[src/rtl/slot_rx_pkg.sv]
package slot_rx_pkg;

    // Frame phases; the order follows the bit order of a frame
    typedef enum logic [1:0] {
        ST_READY_BIT = 2'd0,
        ST_TAG_FLAGS = 2'd1,
        ST_TAG_SPARE = 2'd2,
        ST_DATA      = 2'd3
    } rx_state_t;

endpackage

[src/rtl/slot_rx_sampler.sv]
// Captures the serial line on the falling edge of the bit clock.
module slot_rx_sampler (
    input  logic clk,
    input  logic rst_n,
    input  logic sdata_i,
    output logic bit_o
);

    always_ff @(negedge clk or negedge rst_n) begin
        if (!rst_n) begin
            bit_o <= 1'b0;
        end else begin
            bit_o <= sdata_i;
        end
    end

endmodule

[src/rtl/slot_rx_counter.sv]
// Frame position: absolute bit count, slot index and bit within data slot.
module slot_rx_counter #(
    parameter int TAG_BITS  = 16,
    parameter int DATA_BITS = 20,
    parameter int NUM_SLOTS = 12,
    localparam int FRAME_BITS = TAG_BITS + NUM_SLOTS * DATA_BITS,
    localparam int CNT_W      = $clog2(FRAME_BITS),
    localparam int SLOT_W     = $clog2(NUM_SLOTS + 1),
    localparam int SBIT_W     = $clog2(DATA_BITS)
) (
    input  logic              clk,
    input  logic              rst_n,
    output logic [CNT_W-1:0]  cnt_o,
    output logic [SLOT_W-1:0] slot_o,
    output logic              slot_end_o,
    output logic              frame_end_o
);

    logic [SBIT_W-1:0] sbit_q;

    assign frame_end_o = (cnt_o == CNT_W'(FRAME_BITS - 1));
    assign slot_end_o  = (slot_o != '0) && (sbit_q == SBIT_W'(DATA_BITS - 1));

    always_ff @(posedge clk or negedge rst_n) begin
        if (!rst_n) begin
            cnt_o  <= '0;
            slot_o <= '0;
            sbit_q <= '0;
        end else if (frame_end_o) begin
            cnt_o  <= '0;
            slot_o <= '0;
            sbit_q <= '0;
        end else begin
            cnt_o <= cnt_o + 1'b1;
            if (slot_o == '0) begin
                sbit_q <= '0;
                if (cnt_o == CNT_W'(TAG_BITS - 1)) begin
                    slot_o <= SLOT_W'(1);
                end
            end else if (slot_end_o) begin
                slot_o <= slot_o + 1'b1;
                sbit_q <= '0;
            end else begin
                sbit_q <= sbit_q + 1'b1;
            end
        end
    end

endmodule

[src/rtl/slot_rx_shifter.sv]
// Data-slot deserializer; word_o holds the slot including the bit now arriving.
module slot_rx_shifter #(
    parameter int DATA_BITS = 20
) (
    input  logic                 clk,
    input  logic                 rst_n,
    input  logic                 shift_en,
    input  logic                 bit_i,
    output logic [DATA_BITS-1:0] word_o
);

    logic [DATA_BITS-2:0] hist_q;

    assign word_o = {hist_q, bit_i};

    always_ff @(posedge clk or negedge rst_n) begin
        if (!rst_n) begin
            hist_q <= '0;
        end else if (shift_en) begin
            hist_q <= {hist_q[DATA_BITS-3:0], bit_i};
        end
    end

endmodule

[src/rtl/slot_frame_rx.sv]
module slot_frame_rx
    import slot_rx_pkg::*;
#(
    parameter int TAG_BITS      = 16,
    parameter int DATA_BITS     = 20,
    parameter int NUM_SLOTS     = 12,
    parameter int RESERVED_SLOT = 12,
    localparam int FRAME_BITS = TAG_BITS + NUM_SLOTS * DATA_BITS,
    localparam int CNT_W      = $clog2(FRAME_BITS),
    localparam int SLOT_W     = $clog2(NUM_SLOTS + 1)
) (
    input  logic                 bit_clk,
    input  logic                 rst_n,
    input  logic                 sdata_i,
    output logic                 sync_o,
    output logic                 codec_ready_o,
    output logic [NUM_SLOTS-1:0] slot_tags_o,
    output logic                 slot_valid_o,
    output logic [SLOT_W-1:0]    slot_num_o,
    output logic [DATA_BITS-1:0] slot_data_o
);

    rx_state_t             state_q, state_d;
    logic                  rx_bit;
    logic [CNT_W-1:0]      bit_cnt;
    logic [SLOT_W-1:0]     slot_idx;
    logic                  slot_end;
    logic                  frame_end;
    logic [DATA_BITS-1:0]  slot_word;
    logic [NUM_SLOTS-1:0]  tags_stage_q;
    logic                  tag_sel;
    logic                  deliver;

    slot_rx_sampler u_sampler (
        .clk     (bit_clk),
        .rst_n   (rst_n),
        .sdata_i (sdata_i),
        .bit_o   (rx_bit)
    );

    slot_rx_counter #(
        .TAG_BITS  (TAG_BITS),
        .DATA_BITS (DATA_BITS),
        .NUM_SLOTS (NUM_SLOTS)
    ) u_counter (
        .clk         (bit_clk),
        .rst_n       (rst_n),
        .cnt_o       (bit_cnt),
        .slot_o      (slot_idx),
        .slot_end_o  (slot_end),
        .frame_end_o (frame_end)
    );

    slot_rx_shifter #(
        .DATA_BITS (DATA_BITS)
    ) u_shifter (
        .clk      (bit_clk),
        .rst_n    (rst_n),
        .shift_en (state_q == ST_DATA),
        .bit_i    (rx_bit),
        .word_o   (slot_word)
    );

    // Frame strobe: high through the whole tag phase
    assign sync_o = (state_q != ST_DATA);

    // Valid mark of the slot currently ending
    always_comb begin
        tag_sel = 1'b0;
        for (int k = 0; k < NUM_SLOTS; k++) begin
            if (slot_idx == SLOT_W'(k + 1)) begin
                tag_sel = slot_tags_o[k];
            end
        end
    end

    assign deliver = codec_ready_o && tag_sel
                     && (slot_idx != SLOT_W'(RESERVED_SLOT));

    // State register
    always_ff @(posedge bit_clk or negedge rst_n) begin
        if (!rst_n) begin
            state_q <= ST_READY_BIT;
        end else begin
            state_q <= state_d;
        end
    end

    // Next-state logic
    always_comb begin
        state_d = state_q;
        unique case (state_q)
            ST_READY_BIT: state_d = ST_TAG_FLAGS;
            ST_TAG_FLAGS: if (bit_cnt == CNT_W'(NUM_SLOTS)) state_d = ST_TAG_SPARE;
            ST_TAG_SPARE: if (bit_cnt == CNT_W'(TAG_BITS - 1)) state_d = ST_DATA;
            ST_DATA:      if (frame_end) state_d = ST_READY_BIT;
            default:      state_d = ST_READY_BIT;
        endcase
    end

    // Output and capture registers
    always_ff @(posedge bit_clk or negedge rst_n) begin
        if (!rst_n) begin
            codec_ready_o <= 1'b0;
            tags_stage_q  <= '0;
            slot_tags_o   <= '0;
            slot_valid_o  <= 1'b0;
            slot_num_o    <= '0;
            slot_data_o   <= '0;
        end else begin
            slot_valid_o <= 1'b0;
            unique case (state_q)
                ST_READY_BIT: codec_ready_o <= rx_bit;
                ST_TAG_FLAGS: begin
                    for (int k = 0; k < NUM_SLOTS; k++) begin
                        if (bit_cnt == CNT_W'(k + 1)) begin
                            tags_stage_q[k] <= rx_bit;
                        end
                    end
                end
                ST_TAG_SPARE: begin
                    if (bit_cnt == CNT_W'(TAG_BITS - 1)) begin
                        slot_tags_o <= tags_stage_q;
                    end
                end
                ST_DATA: begin
                    if (slot_end && deliver) begin
                        slot_valid_o <= 1'b1;
                        slot_num_o   <= slot_idx;
                        slot_data_o  <= slot_word;
                    end
                end
                default: ;
            endcase
        end
    end

endmodule


[config.mk]
export PLATFORM = sky130hd
export DESIGN_NAME = slot_frame_rx
export DESIGN_NICKNAME = d
export VERILOG_FILES = /design/src/rtl/slot_rx_pkg.sv /design/src/rtl/slot_rx_sampler.sv /design/src/rtl/slot_rx_counter.sv /design/src/rtl/slot_rx_shifter.sv /design/src/rtl/slot_frame_rx.sv
export SDC_FILE = /design/constraint.sdc
export NUM_CORES = 1
export LEC_CHECK = 0
export ABC_AREA = 1
export BUFFER_PORTS_ARGS = -buffer_cell sky130_fd_sc_hd__buf_4
export CAP_MARGIN = 5
export CORE_ASPECT_RATIO = 1.2
export CORE_MARGIN = 2
export CORE_UTILIZATION = 50
export DETAILED_ROUTE_END_ITERATION = 8
export PLACE_DENSITY_LB_ADDON = 0.12
export SYNTH_ARGS = -nofsm -noshare
export SYNTH_HDL_FRONTEND = slang
export SYNTH_SLANG_ARGS = --single-unit
export TNS_END_PERCENT = 10
[constraint.sdc]
create_clock -name bit_clk -period 2.03 [get_ports bit_clk]
set_input_delay 0.609 -clock bit_clk [delete_from_list [all_inputs] [get_ports bit_clk]]
set_output_delay 0.609 -clock bit_clk [all_outputs]
set_load 0.05 [all_outputs]
==> impl_results.md <==
* Status: complete, no violations
* Minimum clock period at 1.96 ns
* Yosys top cell area share at 0.556
* Via-per-instance ratio at 5.19
* Area leader, netlist: dfrtp_1
* Max_cap viols at 0
* Cell Area, Synth at 3960 µm²
* Final Power at between 3 and 4 mW
* CP Cell Sequence: ha_4 > nand3_1 > nor2_1 > nor4_4 > buf_6 > buf_4 > nand3_1 > nand2_1
* WL/cell at 14.3 µm
* Global-route wire length before repair at 13,500 µm
* Largest net degree at the start of global routing at 89
* Hold Fails Final Rpt at 0
* Final period utilization at 0.964
* H-tree levels at 3
* Top post-synthesis cells by area: dfrtp_1 (56%), nand2_1 (9.2%), nand3_1 (4.8%)
* Top cell by count, worst path: nand3_1
* Predominant post-synthesis flop cell: dfrtp_1
* Mapped Cells at 419
* Ys async rst share at 1.00
* Port buffer count at 41
* Core area at 7710 µm²
* TritonCTS clock tree: done
* Clock network fraction of total power at 0.365
* VDD IR-drop max at about 0.00042 V
* DRC at 0
* Clock Skew at 0.0228 ns
* Ant diodes at 0
* Final WS setup at 0.0724 ns
* Slew Limit Headroom at 0.654
* Initial core utilization at 0.514
* Root buffer cell: clkbuf_8
* Clock latency on the worst-skew pair at around 0.37 ns
* Row count at 35
* Slowest cell on the critical path: dfrtp_2
* Sequential element share of the synthesized area at 0.562
* Max clock buf depth at 2
* Die height at just over 100 µm
* Max frequency at 511 MHz
* Reg clk slew, reported paths at 0.09 ns
* IO Pins at 42
* Die X at 85.3 µm
* Initial DRC count at 115
* Final Routed Wirelength at roughly 8300 µm
* ANT nets after route at 0
* EDFF count, synth at 0
* RSZ-0062 raised after global routing: true
* Fill cell count at between 600 and 700
* Vias at 2,990
* Share of layout cells above drive strength 1 at 0.256
* Setup crit end kind: flop
* Yosys warnings at 0
* DR pass1 iterations at 4
* Switch share at 0.268
* #FFs+latches synth at 89
* Initial antenna violation count at 0
* Critical path peak fanout at 7
* Area post-placement at roughly 4400 µm²
* Post-Syn Area per Cell at 9.46 µm²
* Worst setup path class: flop to flop
* WP data required at between 2 and 2.5 ns
* Area grow syn2layout at 22.9%
* Layout net count at 496
* Vias in the first global route at 2,882
* Total global-route track usage at 0.198
* Crit-path max cell delay at ~0.48 ns
* Pwr per Cell Area at around 700 nW/µm²
* Sink Count at 89
* Tightest Pin Transition at 0.517 ns
* Combinational share of power at 0.087
* Final HPWL DP at 5550 µm
* Sw Pwr at 0.919 mW
* P_leak at 2.43 nW
* Max-slew violation count at 0
* Final setup violation count at 0
* Worst EP arrival at 2.26 ns
* Total global routing overflow at 0
* Flop pwr share at 0.548
* Worst slack at placement at -0.0243 ns
* Die area at 8660 µm²
* CTS buffer count at 9
* Design area at 4870 µm²
* Gpl congestion at 0.861
* Hold crit path type: input port to async pin
* Critical path startpoint category: flop
* Synth cell types at 32
* Syn_nets at 436
* Internal power at 2.51 mW
## worst max-delay path: cells and delay by family, from the launching register on
kind / cells / cell delay, ns
adders and majority gates: 1 / 0.20
buffers and inverters: 2 / 0.34
DFF: 1 / 0.48
and+or+nand+nor: 5 / 0.87
## area by class of cell
cell class / count / area [µm²] / share of cell area
tap: 92 / 115 / 0.0236
inverter: 44 / 170 / 0.0349
clock inverter: 7 / 78.8 / 0.0162
multi-input combinational: 274 / 1630 / 0.334
sequential: 89 / 2230 / 0.458
clock buffer: 9 / 124 / 0.0254
timing repair buffer: 61 / 524 / 0.108
## layout by cell type, fill, tap and decap left out, drive strengths merged, types with 12 or more instances in the layout
cell,n
inv,46
dfrtp,88
a31oi,12
nand3,39
o21ai,23
nor2,29
ha,14
a21oi,23
nand2,101
buf,60
## through the flow
| step | utilization | instances | TNS [ns] | hold WS, ns |
|---|---|---|---|---|
| after floorplan | - | 419 | 0 | 0.313 |
| after global placement | 0.575 | 552 | 0 | 0.448 |
| after detailed placement | 0.575 | 552 | -0.188 | 0.456 |
| after CTS | 0.606 | 571 | 0 | 0.346 |
| after global routing | 0.632 | 576 | -1.32 | 0.369 |
| final | 0.632 | 576 | 0 | 0.288 |
## synthesized netlist by cell type (2+ instances only)
cell	number
clkbuf_1	5
inv_2	3
inv_1	41
o21ai_0	23
buf_6	4
nand2_1	97
nor2_1	27
dfrtp_1	88
a21oi_1	23
nor3_1	9
ha_1	14
buf_2	3
nand2_4	2
mux2_2	10
xor2_1	5
nand3_1	38
a31oi_1	12
## final timing paths
path / from / slack (ns) / cells after the start / to
min in group bit_clk: u_counter.sbit_q[0] / 0.47 / 1 / u_counter.sbit_q[0]
hold / removal: rst_n / 0.29 / 2 / slot_data_o[15]
setup reg to reg: u_counter.slot_o[0] / 0.07 / 8 / slot_num_o[2]
setup / recovery: u_counter.slot_o[0] / 0.07 / 8 / slot_num_o[2]
max in group asynchronous: rst_n / 0.92 / 1 / u_sampler.bit_o
hold reg to reg: u_counter.sbit_q[0] / 0.47 / 1 / u_counter.sbit_q[0]
## power groups by stage
stage | Combinational [mW] | Sequential [mW] | Clock [mW]
finish | 0.298 | 1.88 | 1.25
global placement | 0.283 | 1.91 | 0
detailed placement | 0.287 | 1.91 | 0
CTS | 0.288 | 1.88 | 1.27
floorplan | 0.0642 | 2.00 | 0
global route | 0.324 | 1.89 | 1.34
## timing repair
item | in CTS | in global routing
setup buffers | 3 | 3
setup endpoints to repair | 24 | 37
gates cloned | 0 | 2
pin swaps | 1 | 8
resized for setup | 2 | 35
hold buffers | 0 | 0
## logic make-up (layout without fill, tap and decap cells)
kind of cell    count (synthesis)  count (layout)  share of synthesized area
compound gates                 62              62                     0.0849
xor+xnor                        6               6                     0.0133
fa+ha+maj                      14              14                     0.0442
buf+inv                        57             121                     0.0634
flops                          89              89                      0.562
mux                            10              10                     0.0284
simple gates                  181             182                      0.204
## flip-flops by register name, indices dropped and copies added, names as in the netlist
name and cells:
codec_ready_o 1, slot_data_o 20, slot_num_o 4, slot_tags_o 12
slot_valid_o 1, state_q 2, tags_stage_q 12, u_counter.cnt_o 8
u_counter.sbit_q 5, u_counter.slot_o 4, u_sampler.bit_o 1, u_shifter.hist_q 19
## per-layer routing
metal / track usage / part of all wire
met5: 0 / 0
met4: 0.111 / 0.028
met3: 0.0359 / 0.033
met2: 0.309 / 0.49
met1: 0.261 / 0.45
Power figures use the tool's default switching activity.
